--- src/rtl/lutslice_pkg.sv ---
package lutslice_pkg;
  // Slice-level geometry shared by the slice and its parts.
  localparam int DEF_LUT_K  = 6;
  localparam int NUM_LUT    = 4;
  localparam int PAIR_COUNT = NUM_LUT / 2;

  // Table positions inside the slice; the wide multiplexer tree relies on
  // this order (A,B form the low pair, C,D the high pair).
  typedef enum logic [1:0] {
    TBL_A = 2'd0,
    TBL_B = 2'd1,
    TBL_C = 2'd2,
    TBL_D = 2'd3
  } tbl_id_e;
endpackage

--- src/rtl/lut_cfg_chain.sv ---
module lut_cfg_chain #(
  parameter int DEPTH = 256
) (
  input  logic             clk,
  input  logic             rst_n,
  input  logic             shift_en,
  input  logic             shift_bit,
  output logic [DEPTH-1:0] image
);
  // Serial truth image: the newest bit enters at index 0, so the first
  // bit of a full load ends at the top index.
  always_ff @(posedge clk or negedge rst_n) begin
    if (!rst_n) begin
      image <= '0;
    end else if (shift_en) begin
      image <= {image[DEPTH-2:0], shift_bit};
    end
  end
endmodule

--- src/rtl/frac_lut6.sv ---
module frac_lut6 #(
  parameter int K = 6
) (
  input  logic [(1<<K)-1:0] truth,
  input  logic [K-1:0]      addr,
  output logic              o6,
  output logic              o5
);
  logic [K-1:0] low_addr;

  // The split output ignores the top address bit and reads the low half.
  assign low_addr = {1'b0, addr[K-2:0]};
  assign o6       = truth[addr];
  assign o5       = truth[low_addr];
endmodule

--- src/rtl/wide_mux_tree.sv ---
module wide_mux_tree
  import lutslice_pkg::*;
(
  input  logic [NUM_LUT-1:0]    leaf,
  input  logic [PAIR_COUNT-1:0] pair_sel,
  input  logic                  top_sel,
  output logic [PAIR_COUNT-1:0] pair_out,
  output logic                  top_out
);
  for (genvar p = 0; p < PAIR_COUNT; p++) begin : g_pair
    assign pair_out[p] = pair_sel[p] ? leaf[2*p+1] : leaf[2*p];
  end

  assign top_out = top_sel ? pair_out[1] : pair_out[0];
endmodule

--- src/rtl/frac_lut_slice.sv ---
module frac_lut_slice
  import lutslice_pkg::*;
#(
  parameter int LUT_K = DEF_LUT_K
) (
  input  logic               clk,
  input  logic               rst_n,
  input  logic               cfg_valid,
  input  logic               cfg_bit,
  output logic               cfg_ready,
  input  logic [LUT_K-1:0]   in_a,
  input  logic [LUT_K-1:0]   in_b,
  input  logic [LUT_K-1:0]   in_c,
  input  logic [LUT_K-1:0]   in_d,
  input  logic               sel_ab,
  input  logic               sel_cd,
  input  logic               sel_f8,
  output logic [NUM_LUT-1:0] o6,
  output logic [NUM_LUT-1:0] o5,
  output logic               f7_ab,
  output logic               f7_cd,
  output logic               f8
);
  localparam int TT_BITS  = 1 << LUT_K;
  localparam int CFG_BITS = NUM_LUT * TT_BITS;

  logic [CFG_BITS-1:0]   image;
  logic [LUT_K-1:0]      lut_addr [NUM_LUT];
  logic [PAIR_COUNT-1:0] pair_out;

  // The stream is never stalled; a bit moves on every valid cycle.
  assign cfg_ready = 1'b1;

  lut_cfg_chain #(.DEPTH(CFG_BITS)) u_cfg (
    .clk       (clk),
    .rst_n     (rst_n),
    .shift_en  (cfg_valid),
    .shift_bit (cfg_bit),
    .image     (image)
  );

  assign lut_addr[TBL_A] = in_a;
  assign lut_addr[TBL_B] = in_b;
  assign lut_addr[TBL_C] = in_c;
  assign lut_addr[TBL_D] = in_d;

  // Table t owns image slice t; table D sits at the top of the image and
  // is therefore the first table of a load.
  for (genvar t = 0; t < NUM_LUT; t++) begin : g_lut
    frac_lut6 #(.K(LUT_K)) u_lut (
      .truth (image[t*TT_BITS +: TT_BITS]),
      .addr  (lut_addr[t]),
      .o6    (o6[t]),
      .o5    (o5[t])
    );
  end

  wide_mux_tree u_mux (
    .leaf     (o6),
    .pair_sel ({sel_cd, sel_ab}),
    .top_sel  (sel_f8),
    .pair_out (pair_out),
    .top_out  (f8)
  );

  assign f7_ab = pair_out[0];
  assign f7_cd = pair_out[1];
endmodule

--- config.mk ---
export PLATFORM = sky130hd
export DESIGN_NAME = frac_lut_slice
export DESIGN_NICKNAME = d
export VERILOG_FILES = /design/src/rtl/lutslice_pkg.sv /design/src/rtl/lut_cfg_chain.sv /design/src/rtl/frac_lut6.sv /design/src/rtl/wide_mux_tree.sv /design/src/rtl/frac_lut_slice.sv
export SDC_FILE = /design/constraint.sdc
export NUM_CORES = 1
export LEC_CHECK = 0
export ABC_AREA = 0
export BUFFER_PORTS_ARGS = -buffer_cell sky130_fd_sc_hd__buf_4
export CAP_MARGIN = 30
export CELL_PAD_IN_SITES_DETAIL_PLACEMENT = 0
export CELL_PAD_IN_SITES_GLOBAL_PLACEMENT = 2
export CORE_AREA = 2 2 155 157
export CTS_BUF_LIST = sky130_fd_sc_hd__clkbuf_2
export DETAILED_ROUTE_END_ITERATION = 8
export DIE_AREA = 0 0 157 159
export GPL_ROUTABILITY_DRIVEN = 0
export MAX_ROUTING_LAYER = met4
export PLACE_DENSITY_LB_ADDON = 0.1
export SLEW_MARGIN = 40
export SYNTH_ARGS = -nofsm -noshare
export SYNTH_HDL_FRONTEND = slang
export SYNTH_HIERARCHICAL = 1
export SYNTH_SLANG_ARGS = --single-unit
--- constraint.sdc ---
create_clock -name clk -period 5.8 [get_ports clk]
set_clock_uncertainty 0.1 [all_clocks]
set_input_delay 0.87 -clock clk [delete_from_list [all_inputs] [get_ports clk]]
set_output_delay 0.87 -clock clk [all_outputs]
set_load 0.05 [all_outputs]
# == Word-level counts from Yosys, hierarchy flattened ==
# Index checks and enable logic that the tools add are counted.
# classes
add_sub_neg,0
multipliers,0
div_mod_pow,0
magnitude_cmp,8
eq_ne,0
shift,0
muxes,19
n_bitwise,0
reduce_logical,0
# op_table
cell,count
"less-than comparator 5 x 7 -> 1 bit, second input constant",4
"less-than comparator 6 x 7 -> 1 bit, second input constant",4
binary-select mux 1 bit (select 6 bit),4
binary-select mux 1 bit (select 5 bit),4
two-way mux 1 bit,11
# totals
reg_bits,256
latch_bits,0
mem_bits_rw,0
romBits,0
in_bits,31
n_memories,0

# == Depth between registers and ports, before layout ==
# Gate-level depths: netlist of the first run.
# logic_depth
ltp_word,4
ltp_mapped,11
depth_no_buf,8

# == Cells and area by module ==
# Netlist of the first run, hierarchy kept.
# modules_own_cells
mod,instances,cells_per_inst,area_each_um2
lut_cfg_chain,1,540,9594.2
frac_lut6,4,57,589.3
wide_mux_tree,1,3,41.3
frac_lut_slice,1,2,11.3

# == Worst setup path before layout of the first run ==
# OpenSTA, ideal clock, no wires.
# synth_path
kind,input-to-output
start,in in_c[1]
end,out f8
t_arrival_ns,3.644
required_time_ns,4.830
slack_ns,1.186
cell_stages,10
n_path_buf,3
path_cell_list,buf_6 > buf_4 > buf_4 > mux2i_1 > a22oi_1 > a31oi_1 > nand3_1 > o21a_1 > mux2_4 > mux2_2
# synth_between
elab_chain_len,4
# synth_rtl
item,line_no,text
start: declaration,frac_lut_slice.sv:13,"input logic [LUT_K-1:0] in_c,"
binary-select mux 1 bit (select 6 bit),frac_lut6.sv:13,assign o6 = truth[addr];
two-way mux 1 bit (implied by the code),frac_lut6.sv:13,
via o6[2],frac_lut_slice.sv:18,"output logic [NUM_LUT-1:0] o6,"
two-way mux 1 bit,wide_mux_tree.sv:11,assign pair_out[p] = pair_sel[p] ? leaf[2*p+1] : leaf[2*p];
via f7_cd,frac_lut_slice.sv:21,"output logic f7_cd,"
two-way mux 1 bit,wide_mux_tree.sv:14,assign top_out = top_sel ? pair_out[1] : pair_out[0];
end: declaration,frac_lut_slice.sv:22,output logic f8
# The timed path passes the listed nets, and every way through them passes these cells. The select of a mux whose other input is x is not followed.

# == Worst setup path after layout of the first run ==
# layout_path
start,in in_b[1]
end,out f8
# layout_between
elab_chain_len,4
# layout_rtl
item,line_no,text
start: declaration,frac_lut_slice.sv:12,"input logic [LUT_K-1:0] in_b,"
binary-select mux 1 bit (select 6 bit),frac_lut6.sv:13,
two-way mux 1 bit (implied by the code),frac_lut6.sv:13,
two-way mux 1 bit,wide_mux_tree.sv:11,
two-way mux 1 bit,wide_mux_tree.sv:14,
# No other way between the ends. The select of a mux whose other input is x is not followed.

==> results of run 1 <==
==> metal layers <==
metal  vias up  global-route usage  routed length [um]
met5         -                   -                   0
met4         0              0.0684                 359
met3        37              0.0441                 915
met2       108               0.280               10400
met1      3437               0.235                9490
li1       3089                   -                   -
==> power by group <==
part	switching, uW	internal (uW)
clock network	704	503
registers	64.2	1870
logic	213	188
total	982	2560
==> stage by stage <==
| step | utilization | cells | hold slack (ps) |
|---|---|---|---|
| 3_3_place_gp | 0.532 | 1093 | 389 |
| 6_report | 0.560 | 1213 | 184 |
| 2_1_floorplan | - | 773 | 375 |
| 5_1_grt | 0.560 | 1213 | 113 |
| 3_5_place_dp | 0.533 | 1094 | 407 |
| 4_1_cts | 0.559 | 1211 | 81.1 |
==> critical path, stage by stage <==
cell,delay (ps)
sky130_fd_sc_hd__buf_4,350
sky130_fd_sc_hd__mux4_1,610
sky130_fd_sc_hd__mux4_2,490
sky130_fd_sc_hd__nor3b_2,180
sky130_fd_sc_hd__nor2_1,60
sky130_fd_sc_hd__o21a_1,130
sky130_fd_sc_hd__mux2_4,300
sky130_fd_sc_hd__mux2_2,270
sky130_fd_sc_hd__buf_4,190
==> layout by cell type, fill, tap and decap left out <==
cell type,instances
sky130_fd_sc_hd__a211o_1,4
sky130_fd_sc_hd__a211oi_1,4
sky130_fd_sc_hd__a21oi_1,16
sky130_fd_sc_hd__a22o_1,12
sky130_fd_sc_hd__a22oi_1,4
sky130_fd_sc_hd__a31oi_1,4
sky130_fd_sc_hd__and2_1,4
sky130_fd_sc_hd__buf_16,2
sky130_fd_sc_hd__buf_4,44
sky130_fd_sc_hd__buf_8,2
sky130_fd_sc_hd__bufinv_16,1
sky130_fd_sc_hd__clkbuf_2,101
sky130_fd_sc_hd__clkinv_1,11
sky130_fd_sc_hd__conb_1,1
sky130_fd_sc_hd__dfrtp_1,256
sky130_fd_sc_hd__diode_2,1
sky130_fd_sc_hd__dlygate4sd3_1,1
sky130_fd_sc_hd__inv_2,3
sky130_fd_sc_hd__mux2_2,261
sky130_fd_sc_hd__mux2_4,2
sky130_fd_sc_hd__mux2i_1,68
sky130_fd_sc_hd__mux4_1,8
sky130_fd_sc_hd__mux4_2,28
sky130_fd_sc_hd__nand2_1,12
sky130_fd_sc_hd__nand2b_1,4
sky130_fd_sc_hd__nand3_1,4
sky130_fd_sc_hd__nand4_1,4
sky130_fd_sc_hd__nand4b_1,4
sky130_fd_sc_hd__nor2_1,8
sky130_fd_sc_hd__nor2b_1,8
sky130_fd_sc_hd__nor3b_2,4
sky130_fd_sc_hd__o211ai_1,4
sky130_fd_sc_hd__o21a_1,4
==> synth_stat cells <==
cell                       instances  share of area
sky130_fd_sc_hd__dfrtp_1         256           0.53
sky130_fd_sc_hd__nand4_1           4         0.0021
sky130_fd_sc_hd__mux2_4            2         0.0025
sky130_fd_sc_hd__mux4_1            8          0.018
sky130_fd_sc_hd__conb_1            1        0.00031
sky130_fd_sc_hd__buf_2             1        0.00042
sky130_fd_sc_hd__nor2_1            8         0.0025
sky130_fd_sc_hd__a211o_1           4         0.0029
sky130_fd_sc_hd__o21a_1            4         0.0025
sky130_fd_sc_hd__a31oi_1           4         0.0021
sky130_fd_sc_hd__mux2_2          261           0.24
sky130_fd_sc_hd__a22oi_1           4         0.0025
sky130_fd_sc_hd__a22o_1           12         0.0088
sky130_fd_sc_hd__nand3_1           4         0.0017
sky130_fd_sc_hd__clkbuf_1          4         0.0013
sky130_fd_sc_hd__nand2_1          12         0.0038
sky130_fd_sc_hd__and2_1            4         0.0021
sky130_fd_sc_hd__mux4_2           28          0.053
sky130_fd_sc_hd__a211oi_1          4         0.0025
sky130_fd_sc_hd__o211ai_1          4         0.0025
sky130_fd_sc_hd__buf_6            30          0.028
sky130_fd_sc_hd__a21oi_1          16         0.0067
sky130_fd_sc_hd__nand4b_1          4         0.0029
sky130_fd_sc_hd__buf_4            10         0.0063
sky130_fd_sc_hd__mux2i_1          68          0.057
sky130_fd_sc_hd__nand2b_1          4         0.0021
sky130_fd_sc_hd__nor2b_1           8         0.0042
sky130_fd_sc_hd__nor3b_2           4         0.0042
==> cell type report <==
cell class | count | area, sq um
antenna | 1 | 2.50
sequential | 256 | 6410
fill | 1886 | 10200
tap | 319 | 399
multi-input combinational | 472 | 5160
clock buffer | 101 | 505
timing repair buffer | 49 | 425
clock inverter | 15 | 82.6
==> cells by family (layout without fill, tap and decap cells) <==
logic type	after synthesis	after routing	share of synthesized area
buffers and inverters	45	165	0.0361
AOI/OAI and AO/OA	52	52	0.0304
DFF	256	256	0.534
muxes	367	367	0.374
other	1	2	0.000312
and+or+nand+nor	52	52	0.0254
==> final timing paths <==
| path | slack (ps) | start | to | depth (start not counted) |
|---|---|---|---|---|
| setup / recovery | 1360 | in_b[1] | f8 | 9 |
| hold / removal | 180 | cfg_bit | u_cfg/image[0]$_DFFE_PN0P_ | 2 |
| min in group asynchronous | 430 | rst_n | u_cfg/image[132]$_DFFE_PN0P_ | 2 |
| hold reg to reg | 400 | u_cfg/image[129]$_DFFE_PN0P_ | u_cfg/image[130]$_DFFE_PN0P_ | 1 |
| max in group asynchronous | 3700 | rst_n | u_cfg/image[56]$_DFFE_PN0P_ | 4 |
| setup reg to reg | 4840 | u_cfg/image[4]$_DFFE_PN0P_ | u_cfg/image[5]$_DFFE_PN0P_ | 1 |
==> timing repair <==
action                                 in CTS  in global routing
gates resized for setup                     0                  0
endpoints found under the hold margin       2                  0
hold buffers                                1                  0
setup endpoints to repair                   0                  0
==> results_tabular.tex, run 1 <==
\begin{tabular}{lr}
\hline
Metric & Value \\
\hline
\multicolumn{2}{l}{\textbf{Final layout}} \\
Largest reg by FF count & u\_cfg/image \\
Final layout net count & 880 \\
Flip-flop count of the largest register after layout & 256 \\
Area grow syn2layout & 8.18\% \\
Finished layout cell area & 13000 sq um \\
Fraction of layout cells with a size suffix above 1 & 0.502 \\
Registers with the most flip-flops & u\_cfg/image (256) \\
\multicolumn{2}{l}{\textbf{Worst setup path}} \\
Category of the worst setup path capture point & primary output \\
Setup crit start kind & input pin \\
Required time at the worst-slack endpoint & 4830 ps \\
Data arrival time of the worst path & 3470 ps \\
Largest fanout on the critical path & 24 \\
Critical setup path kind & in -> out \\
\multicolumn{2}{l}{\textbf{GRT}} \\
GRT Resource Usage Total & 0.182 \\
Remaining global-route overflow & 0 \\
Initial antenna violation count & 1 \\
Global-route wire length before repair & 35700 um \\
Vias in the first global route & 7237 \\
Pin count of the biggest net entering global routing & 113 \\
\multicolumn{2}{l}{\textbf{Outcome}} \\
Result of the run & finished, final reports clean \\
\multicolumn{2}{l}{\textbf{Timing}} \\
Worst-case headroom to the max-slew limit & 0.535 \\
Final critical-path setup slack & 1360 ps \\
Total count of max-transition violations in the final report & 0 \\
Maximum clock frequency & 0.225 GHz \\
Final setup violation count & 0 \\
Clock period minus final worst setup slack & 4440 ps \\
Total negative slack & 0 ps \\
Setup repair after global routing missed its margin & no \\
Part of the cycle the worst path needs & 0.766 \\
Worst Tran Pin Value & 698 ps \\
Hold violation count in the final report & 0 \\
\multicolumn{2}{l}{\textbf{Logic synthesis}} \\
Mean post-synth cell area & 15.5 sq um \\
Distinct cell type count of the synthesized netlist & 28 \\
Number of flip-flops and latches in the synthesized netlist & 256 \\
Number of warnings issued by yosys & 6 \\
Total nets after synthesis & 804 \\
Number of cells produced by synthesis & 773 \\
Post-synthesis sequential area ratio & 0.534 \\
Netlist area before placement & 12000 sq um \\
\multicolumn{2}{l}{\textbf{Placement}} \\
HPWL Detailed & 13600 um \\
Worst slack after detailed placement & 1320 ps \\
Area post-placement & 12400 sq um \\
Port-buffer cells & 41 \\
\multicolumn{2}{l}{\textbf{Floorplanning}} \\
Total core area & 23200 sq um \\
Die height & 159 um \\
DIE AREA & 25000 sq um \\
Starting utilization of the core area & 0.518 \\
Io pins & 43 \\
Number of placement rows & 56 \\
Width of the die & 157 um \\
\multicolumn{2}{l}{\textbf{Clock tree}} \\
CTS tree & yes \\
CTS Root Cell & sky130\_fd\_sc\_hd\_\_clkbuf\_2 \\
Clock tree sinks & 256 \\
Number of buffers added for setup after CTS & 0 \\
Number of H-tree branching levels & 3 \\
Clock input transition at the sequential cells of the worst setup and hold paths & 110 ps \\
Number of buffers added by the clock tree synthesis step & 70 \\
Clock tree buffer depth & 3 \\
Clk Latency, worst-skew pair & 810 ps \\
\multicolumn{2}{l}{\textbf{Drt}} \\
Antenna Nets Post-Route & 0 \\
1st-pass router iterations & 4 \\
Drt initial violations & 311 \\
Routed wire length & 21200 um \\
Wire length per cell after detailed routing & 17.5 um \\
Number of vias per cell after detailed routing & 5.50 \\
Post-detailed-route DRC marker count & 0 \\
Vias & 6671 \\
\multicolumn{2}{l}{\textbf{Power}} \\
Worst ir drop on vdd & 0.158 mV \\
Power Density & 273 nW/um\^{}2 \\
Power after layout & 3540 uW \\
Static power due to leakage & 0.00657 uW \\
\multicolumn{2}{l}{\textbf{Flow run}} \\
Max-capacitance violation count & 0 \\
\multicolumn{2}{l}{\textbf{Min path}} \\
Worst min path class & in -> reg \\
\hline
\end{tabular}
(Power assumes the default switching activity.)
==> run 2, diff against run 1 <==
--- a/config.mk
+++ b/config.mk
@@ -10,10 +10,10 @@
 export CAP_MARGIN = 30
 export CELL_PAD_IN_SITES_DETAIL_PLACEMENT = 0
 export CELL_PAD_IN_SITES_GLOBAL_PLACEMENT = 2
-export CORE_AREA = 2 2 155 157
+export CORE_AREA = 2 2 171 173
 export CTS_BUF_LIST = sky130_fd_sc_hd__clkbuf_2
 export DETAILED_ROUTE_END_ITERATION = 8
-export DIE_AREA = 0 0 157 159
+export DIE_AREA = 0 0 173 175
 export GPL_ROUTABILITY_DRIVEN = 0
 export MAX_ROUTING_LAYER = met4
 export PLACE_DENSITY_LB_ADDON = 0.1
==> constraint.sdc (replaced) <==
create_clock -name clk -period 3.8 [get_ports clk]
set_clock_uncertainty 0.1 [all_clocks]
set_input_delay 0.57 -clock clk [delete_from_list [all_inputs] [get_ports clk]]
set_output_delay 0.57 -clock clk [all_outputs]
set_load 0.05 [all_outputs]
==> results_tabular.tex, run 2 (same netlist as run 1, synthesis figures left out) <==
\begin{tabular}{lr}
\hline
Metric & Value \\
\hline
\multicolumn{2}{l}{\textbf{Floorplanning}} \\
Die height & 175 um (+10\%) \\
Number of placement rows & 62 (+11\%) \\
Width of the die & 173 um (+10\%) \\
Io pins & 43 (unchanged) \\
Total core area & 28400 sq um (+22\%) \\
Starting utilization of the core area & 0.423 (-0.0948) \\
DIE AREA & 30300 sq um (+21\%) \\
\multicolumn{2}{l}{\textbf{GRT}} \\
Initial antenna violation count & 1 (unchanged) \\
Remaining global-route overflow & 0 (unchanged) \\
Vias in the first global route & 7328 (+1.3\%) \\
Pin count of the biggest net entering global routing & 99 (-12\%) \\
Global-route wire length before repair & 37900 um (+6.0\%) \\
Met1 Track Usage GR & 0.203 (-0.0322) \\
Global Route met3 Usage & 0.0455 (+0.00138) \\
GRT Resource Usage Total & 0.157 (-0.0250) \\
Met2 routing resource usage after global routing & 0.235 (-0.0449) \\
Most Crowded Layer GR & met2 \\
\multicolumn{2}{l}{\textbf{Power}} \\
Relative contribution of sequential cells to total power & 0.535 (-0.011) \\
Part of the power in the clock network & 0.349 (+0.008) \\
Static power due to leakage & 0.00665 uW (+1.2\%) \\
Switching part of the total & 0.280 (+0.00305) \\
Power Density & 417 nW/um\^{}2 (+53\%) \\
Logic pwr share & 0.116 (+0.003) \\
Worst ir drop on vdd & 0.175 mV (+11\%) \\
Power after layout & 5520 uW (+56\%) \\
Internal & 3970 uW (+55\%) \\
Net Sw Power & 1540 uW (+57\%) \\
\multicolumn{2}{l}{\textbf{Min path}} \\
Depth of the worst hold-timing path & 2 (unchanged) \\
Worst min path class & in -> reg \\
\multicolumn{2}{l}{\textbf{Worst setup path}} \\
Critical setup path kind & reg -> out \\
Cells on worst reg2reg path & 2 (+1) \\
Largest fanout on the critical path & 3 (-88\%) \\
Category of the worst setup path capture point & primary output \\
Data arrival time of the worst path & 3280 ps (-190 ps) \\
Required time at the worst-slack endpoint & 3130 ps (-1700 ps) \\
Setup crit start kind & register \\
\multicolumn{2}{l}{\textbf{Drt}} \\
Number of vias per cell after detailed routing & 5.24 (-4.8\%) \\
Wire length per cell after detailed routing & 17.1 um (-2.1\%) \\
Antenna Nets Post-Route & 0 (unchanged) \\
Post-detailed-route DRC marker count & 0 (unchanged) \\
Drt initial violations & 193 (-38\%) \\
1st-pass router iterations & 4 (unchanged) \\
Vias & 6748 (+1.2\%) \\
Routed wire length & 22100 um (+4.0\%) \\
\multicolumn{2}{l}{\textbf{Timing}} \\
Maximum clock frequency & 0.253 GHz \\
Worst-case headroom to the max-slew limit & 0.507 (-0.0274) \\
Part of the cycle the worst path needs & 1.04 \\
Total negative slack & -153 ps (-153 ps) \\
Hold\_ws & 282 ps (+98.4 ps) \\
Final critical-path setup slack & -153 ps (-1510 ps) \\
Setup repair after global routing missed its margin & yes \\
Total count of max-transition violations in the final report & 0 (unchanged) \\
Hold violation count in the final report & 0 (unchanged) \\
Clock period minus final worst setup slack & 3950 ps \\
Worst Tran Pin Value & 739 ps (+41.1 ps) \\
Final setup violation count & 1 (+1) \\
\multicolumn{2}{l}{\textbf{Clock tree}} \\
Number of H-tree branching levels & 3 (unchanged) \\
CTS tree & yes \\
Clock tree sinks & 256 (unchanged) \\
Number of buffers added by the clock tree synthesis step & 71 (+1.4\%) \\
Clk Latency, worst-skew pair & 810 ps (about the same) \\
Clock input transition at the sequential cells of the worst setup and hold paths & 110 ps (about the same) \\
Clock tree buffer depth & 3 (unchanged) \\
CTS Root Cell & sky130\_fd\_sc\_hd\_\_clkbuf\_2 \\
\multicolumn{2}{l}{\textbf{Final layout}} \\
Commonest non-fill, non-tap cell in the layout & sky130\_fd\_sc\_hd\_\_mux2\_2 \\
Registers with the most flip-flops & u\_cfg/image (256) \\
Final layout net count & 893 (+1.5\%) \\
Most frequent cells in the layout & sky130\_fd\_sc\_hd\_\_mux2\_2, sky130\_fd\_sc\_hd\_\_dfrtp\_1, sky130\_fd\_sc\_hd\_\_clkbuf\_2, sky130\_fd\_sc\_hd\_\_mux2i\_1, sky130\_fd\_sc\_hd\_\_buf\_4 \\
Finished layout cell area & 13200 sq um (+1.9\%) \\
Area grow syn2layout & 10.3\% \\
Fraction of layout cells with a size suffix above 1 & 0.513 (+0.0116) \\
Flip-flop count of the largest register after layout & 256 (unchanged) \\
Largest reg by FF count & u\_cfg/image \\
\multicolumn{2}{l}{\textbf{Placement}} \\
Worst slack after detailed placement & 210 ps (-1110 ps) \\
HPWL Detailed & 14200 um (+4.7\%) \\
Port-buffer cells & 41 (unchanged) \\
Area post-placement & 12600 sq um (+1.6\%) \\
\multicolumn{2}{l}{\textbf{Flow run}} \\
Max-capacitance violation count & 0 (unchanged) \\
\multicolumn{2}{l}{\textbf{Outcome}} \\
Violated checks & setup timing \\
Result of the run & finished with violations \\
\hline
\end{tabular}
## run 2: path summary, 6_finish.rpt
kind | start | to | slack (ps)
max | u_cfg/image[39]$_DFFE_PN0P_ | f8 | -150
min | cfg_valid | u_cfg/image[12]$_DFFE_PN0P_ | 280
max reg2reg | u_cfg/image[239]$_DFFE_PN0P_ | u_cfg/image[240]$_DFFE_PN0P_ | 2740
min reg2reg | u_cfg/image[231]$_DFFE_PN0P_ | u_cfg/image[232]$_DFFE_PN0P_ | 380
max in group asynchronous | rst_n | u_cfg/image[134]$_DFFE_PN0P_ | 2390
min in group asynchronous | rst_n | u_cfg/image[166]$_DFFE_PN0P_ | 290
## run 2: final cells by class
| class | count | area [sq um] |
|---|---|---|
| Clock buffer | 97 | 485 |
| Sequential cell | 256 | 6410 |
| Multi-Input combinational cell | 472 | 5190 |
| Tap cell | 384 | 480 |
| Fill cell | 2590 | 15200 |
| Antenna cell | 1 | 2.50 |
| Clock inverter | 18 | 120 |
| Timing Repair Buffer | 61 | 556 |
## run 2: stage by stage
step | instances | utilization
2_1_floorplan | 773 | -
3_3_place_gp | 1166 | 0.442
3_5_place_dp | 1166 | 0.442
4_1_cts | 1284 | 0.465
5_1_grt | 1289 | 0.466
6_report | 1289 | 0.466
## run 2: repair_timing
action                                  4_1_cts  5_1_grt
endpoints found under the setup margin        3        3
hold endpoints to repair                     89        0
buffers inserted                              1        4
hold buffers                                  2        0
pin swaps                                     2        3
gates resized for setup                       5        2
## run 2: critical path: stages (launching register included)
cell	delay, ps
sky130_fd_sc_hd__dfrtp_1	410
sky130_fd_sc_hd__mux4_2	470
sky130_fd_sc_hd__mux4_2	480
sky130_fd_sc_hd__nor3b_2	180
sky130_fd_sc_hd__nor2_1	60
sky130_fd_sc_hd__o21a_2	120
sky130_fd_sc_hd__mux2_4	310
sky130_fd_sc_hd__mux2_4	290
sky130_fd_sc_hd__buf_8	150
## run 2: power by group through the flow
stage,Sequential (uW),Clock (uW),Combinational (uW)
after floorplan,2970,0,468
after global placement,3000,0,629
after detailed placement,3010,0,646
after CTS,2950,2040,655
after global routing,2980,2200,704
final,2950,1920,640
## run 2: routing by layer
| layer | wire, um | up-vias |
|---|---|---|
| met5 | 0 | - |
| met4 | 591 | 0 |
| met3 | 1090 | 54 |
| met2 | 10300 | 128 |
| met1 | 10100 | 3446 |
| li1 | - | 3120 |
==> run 3, diff against run 2 <==
--- a/config.mk
+++ b/config.mk
@@ -7,16 +7,18 @@
 export LEC_CHECK = 0
 export ABC_AREA = 0
 export BUFFER_PORTS_ARGS = -buffer_cell sky130_fd_sc_hd__buf_4
-export CAP_MARGIN = 30
+export CAP_MARGIN = 15
 export CELL_PAD_IN_SITES_DETAIL_PLACEMENT = 0
 export CELL_PAD_IN_SITES_GLOBAL_PLACEMENT = 2
 export CORE_AREA = 2 2 171 173
 export CTS_BUF_LIST = sky130_fd_sc_hd__clkbuf_2
+export CTS_CLUSTER_SIZE = 30
 export DETAILED_ROUTE_END_ITERATION = 8
 export DIE_AREA = 0 0 173 175
 export GPL_ROUTABILITY_DRIVEN = 0
 export MAX_ROUTING_LAYER = met4
 export PLACE_DENSITY_LB_ADDON = 0.1
+export SETUP_SLACK_MARGIN = 0.5
 export SLEW_MARGIN = 40
 export SYNTH_ARGS = -nofsm -noshare
 export SYNTH_HDL_FRONTEND = slang
==> results_tabular.tex, run 3 (same netlist as run 1, synthesis figures left out) <==
\begin{tabular}{lr}
\hline
Metric & Value \\
\hline
\multicolumn{2}{l}{\textbf{Outcome}} \\
Result of the run & finished with violations \\
Violated checks & setup timing \\
\multicolumn{2}{l}{\textbf{Final layout}} \\
Final layout net count & 902 (+1.0\%) \\
Most frequent cells in the layout & sky130\_fd\_sc\_hd\_\_mux2\_2, sky130\_fd\_sc\_hd\_\_dfrtp\_1, sky130\_fd\_sc\_hd\_\_clkbuf\_2, sky130\_fd\_sc\_hd\_\_mux2i\_1, sky130\_fd\_sc\_hd\_\_buf\_4 \\
Largest reg by FF count & u\_cfg/image \\
Area occupied by registers & 6410 sq um (unchanged) \\
Commonest non-fill, non-tap cell in the layout & sky130\_fd\_sc\_hd\_\_mux2\_2 \\
Area grow syn2layout & 11.7\% \\
Finished layout cell area & 13400 sq um (+1.3\%) \\
Layout fillers & 2578 (-0.46\%) \\
Fraction of layout cells with a size suffix above 1 & 0.524 (+0.0112) \\
Number of standard cells in the layout, taps in and fillers out & 1305 (+1.2\%) \\
Registers with the most flip-flops & u\_cfg/image (256) \\
Flip-flop count of the largest register after layout & 256 (unchanged) \\
Area of combinational cells with multiple inputs & 5230 sq um (+0.92\%) \\
\multicolumn{2}{l}{\textbf{Worst setup path}} \\
Slowest stage cell, crit path & sky130\_fd\_sc\_hd\_\_mux4\_2 \\
Largest fanout on the critical path & 2 (-1) \\
CP bufs+invs & 1 (unchanged) \\
Required time at the worst-slack endpoint & 3130 ps (about the same) \\
Crit path cell chain & mux4\_2, mux4\_2, nor3b\_2, nor2\_1, o21a\_4, mux2\_4, mux2\_4, buf\_6 \\
Critical setup path kind & reg -> out \\
Worst stage delay on the critical path & 500 ps (+20 ps) \\
Data arrival time of the worst path & 3300 ps (+20 ps) \\
Setup crit start kind & register \\
Family with the most delay on the worst path & multiplexers \\
Category of the worst setup path capture point & primary output \\
\multicolumn{2}{l}{\textbf{Timing}} \\
Final critical-path setup slack & -170 ps (-16.2 ps) \\
Clock period minus final worst setup slack & 3970 ps (+16.2 ps) \\
Hold violation count in the final report & 0 (unchanged) \\
Setup repair after global routing missed its margin & yes \\
Final setup violation count & 1 (unchanged) \\
Total count of max-transition violations in the final report & 0 (unchanged) \\
Maximum clock frequency & 0.252 GHz (-0.41\%) \\
Part of the cycle the worst path needs & 1.04 (+0.00426) \\
\multicolumn{2}{l}{\textbf{Clock tree}} \\
CTS tree & yes \\
Clk Latency, worst-skew pair & 840 ps (+30 ps) \\
Clock input transition at the sequential cells of the worst setup and hold paths & 110 ps (about the same) \\
Clock tree sinks & 256 (unchanged) \\
CTS Root Cell & sky130\_fd\_sc\_hd\_\_clkbuf\_2 \\
Number of buffers added by the clock tree synthesis step & 71 (unchanged) \\
Clock tree buffer depth & 3 (unchanged) \\
Number of H-tree branching levels & 3 (unchanged) \\
\multicolumn{2}{l}{\textbf{Drt}} \\
Antenna Nets Post-Route & 0 (unchanged) \\
Wire length per cell after detailed routing & 17.1 um (+0.14\%) \\
Routed wire length & 22400 um (+1.4\%) \\
Vias & 6759 (+0.16\%) \\
Post-detailed-route DRC marker count & 0 (unchanged) \\
Drt initial violations & 269 (+39\%) \\
Number of vias per cell after detailed routing & 5.18 (-1.1\%) \\
1st-pass router iterations & 4 (unchanged) \\
\multicolumn{2}{l}{\textbf{Power}} \\
Static power due to leakage & 0.00672 uW (+1.2\%) \\
Power Density & 413 nW/um\^{}2 (-0.94\%) \\
Worst ir drop on vdd & 0.163 mV (-6.5\%) \\
Power after layout & 5540 uW (+0.39\%) \\
\multicolumn{2}{l}{\textbf{Floorplanning}} \\
Starting utilization of the core area & 0.423 (unchanged) \\
Number of placement rows & 62 (unchanged) \\
Die height & 175 um (unchanged) \\
Width of the die & 173 um (unchanged) \\
Io pins & 43 (unchanged) \\
Total core area & 28400 sq um (unchanged) \\
DIE AREA & 30300 sq um (unchanged) \\
\multicolumn{2}{l}{\textbf{Min path}} \\
Worst min path class & in -> async \\
\multicolumn{2}{l}{\textbf{Flow run}} \\
Max-capacitance violation count & 0 (unchanged) \\
\multicolumn{2}{l}{\textbf{Placement}} \\
Cell count after placement & 1170 (+0.34\%) \\
Port-buffer cells & 41 (unchanged) \\
Area post-placement & 12600 sq um (+0.49\%) \\
HPWL Detailed & 14300 um (+0.60\%) \\
Worst slack after detailed placement & 195 ps (-15.4 ps) \\
\multicolumn{2}{l}{\textbf{GRT}} \\
Global-route wire length before repair & 38300 um (+1.1\%) \\
Pin count of the biggest net entering global routing & 117 (+18\%) \\
Initial antenna violation count & 2 (+1) \\
Vias in the first global route & 7364 (+0.49\%) \\
GRT Resource Usage Total & 0.160 (+0.00294) \\
Remaining global-route overflow & 0 (unchanged) \\
\hline
\end{tabular}
## run 3: cell count changes in the layout (fill, tap and decap cells not counted), moves of 4 or more
cell | previous run | this run
sky130_fd_sc_hd__clkbuf_2 | 97 | 102
sky130_fd_sc_hd__buf_4 | 50 | 54
sky130_fd_sc_hd__nand3_2 | 4 | 0
sky130_fd_sc_hd__nand3_4 | 0 | 4
sky130_fd_sc_hd__o21a_2 | 4 | 0
sky130_fd_sc_hd__o21a_4 | 0 | 4
## run 3: final cells by class
class                      count  area share
sequential                   256       0.478
multi-input combinational    472       0.390
timing repair buffer          70      0.0506
clock buffer                 102      0.0381
tap                          384      0.0358
clock inverter                19     0.00746
antenna                        2    0.000373
## run 3: what timing repair did
item / in CTS / in global routing
setup buffers: 7 / 1
endpoints found under the hold margin: 111 / 0
hold buffers: 2 / 0
resized for setup: 10 / 1
setup endpoints to repair: 7 / 7
## run 3: per-stage QoR
step,utilization,hold slack (ps),setup TNS (ps)
floorplan,-,174,0
global placement,0.445,398,0
detailed placement,0.445,405,0
CTS,0.470,238,-356
global route,0.472,6.16,-573
finish,0.472,110,-170
## run 3: final timing paths
| path | depth (start not counted) | slack [ps] | start | endpoint |
|---|---|---|---|---|
| max in group asynchronous | 4 | 2370 | rst_n | u_cfg/image[184]$_DFFE_PN0P_ |
| min | 2 | 110 | rst_n | u_cfg/image[248]$_DFFE_PN0P_ |
| max reg2reg | 2 | 2770 | u_cfg/image[236]$_DFFE_PN0P_ | u_cfg/image[237]$_DFFE_PN0P_ |
| max | 8 | -170 | u_cfg/image[111]$_DFFE_PN0P_ | f8 |
| min in group clk | 2 | 120 | cfg_valid | u_cfg/image[165]$_DFFE_PN0P_ |
| min reg2reg | 1 | 400 | u_cfg/image[197]$_DFFE_PN0P_ | u_cfg/image[198]$_DFFE_PN0P_ |
## run 3: worst reg2reg max path, delay by kind of cell, from the launching register on
| kind | cells | cell delay, ps |
|---|---|---|
| multiplexers | 1 | 270 |
| flip-flops | 1 | 390 |
| buffers and inverters | 1 | 140 |
## run 3: layer usage
metal | share of wire | GRT usage | up-vias
met1 | 0.47 | 0.207 | 3457
met5 | 0 | - | -
li1 | - | - | 3152
met2 | 0.46 | 0.239 | 105
met3 | 0.052 | 0.0481 | 45
met4 | 0.018 | 0.0579 | 0
## run 3: where the power goes
part / switching [uW] / total [uW] / internal (uW)
combinational: 343 / 668 / 324
sequential: 95.4 / 2950 / 2860
clock: 1140 / 1920 / 780
total: 1580 / 5540 / 3960
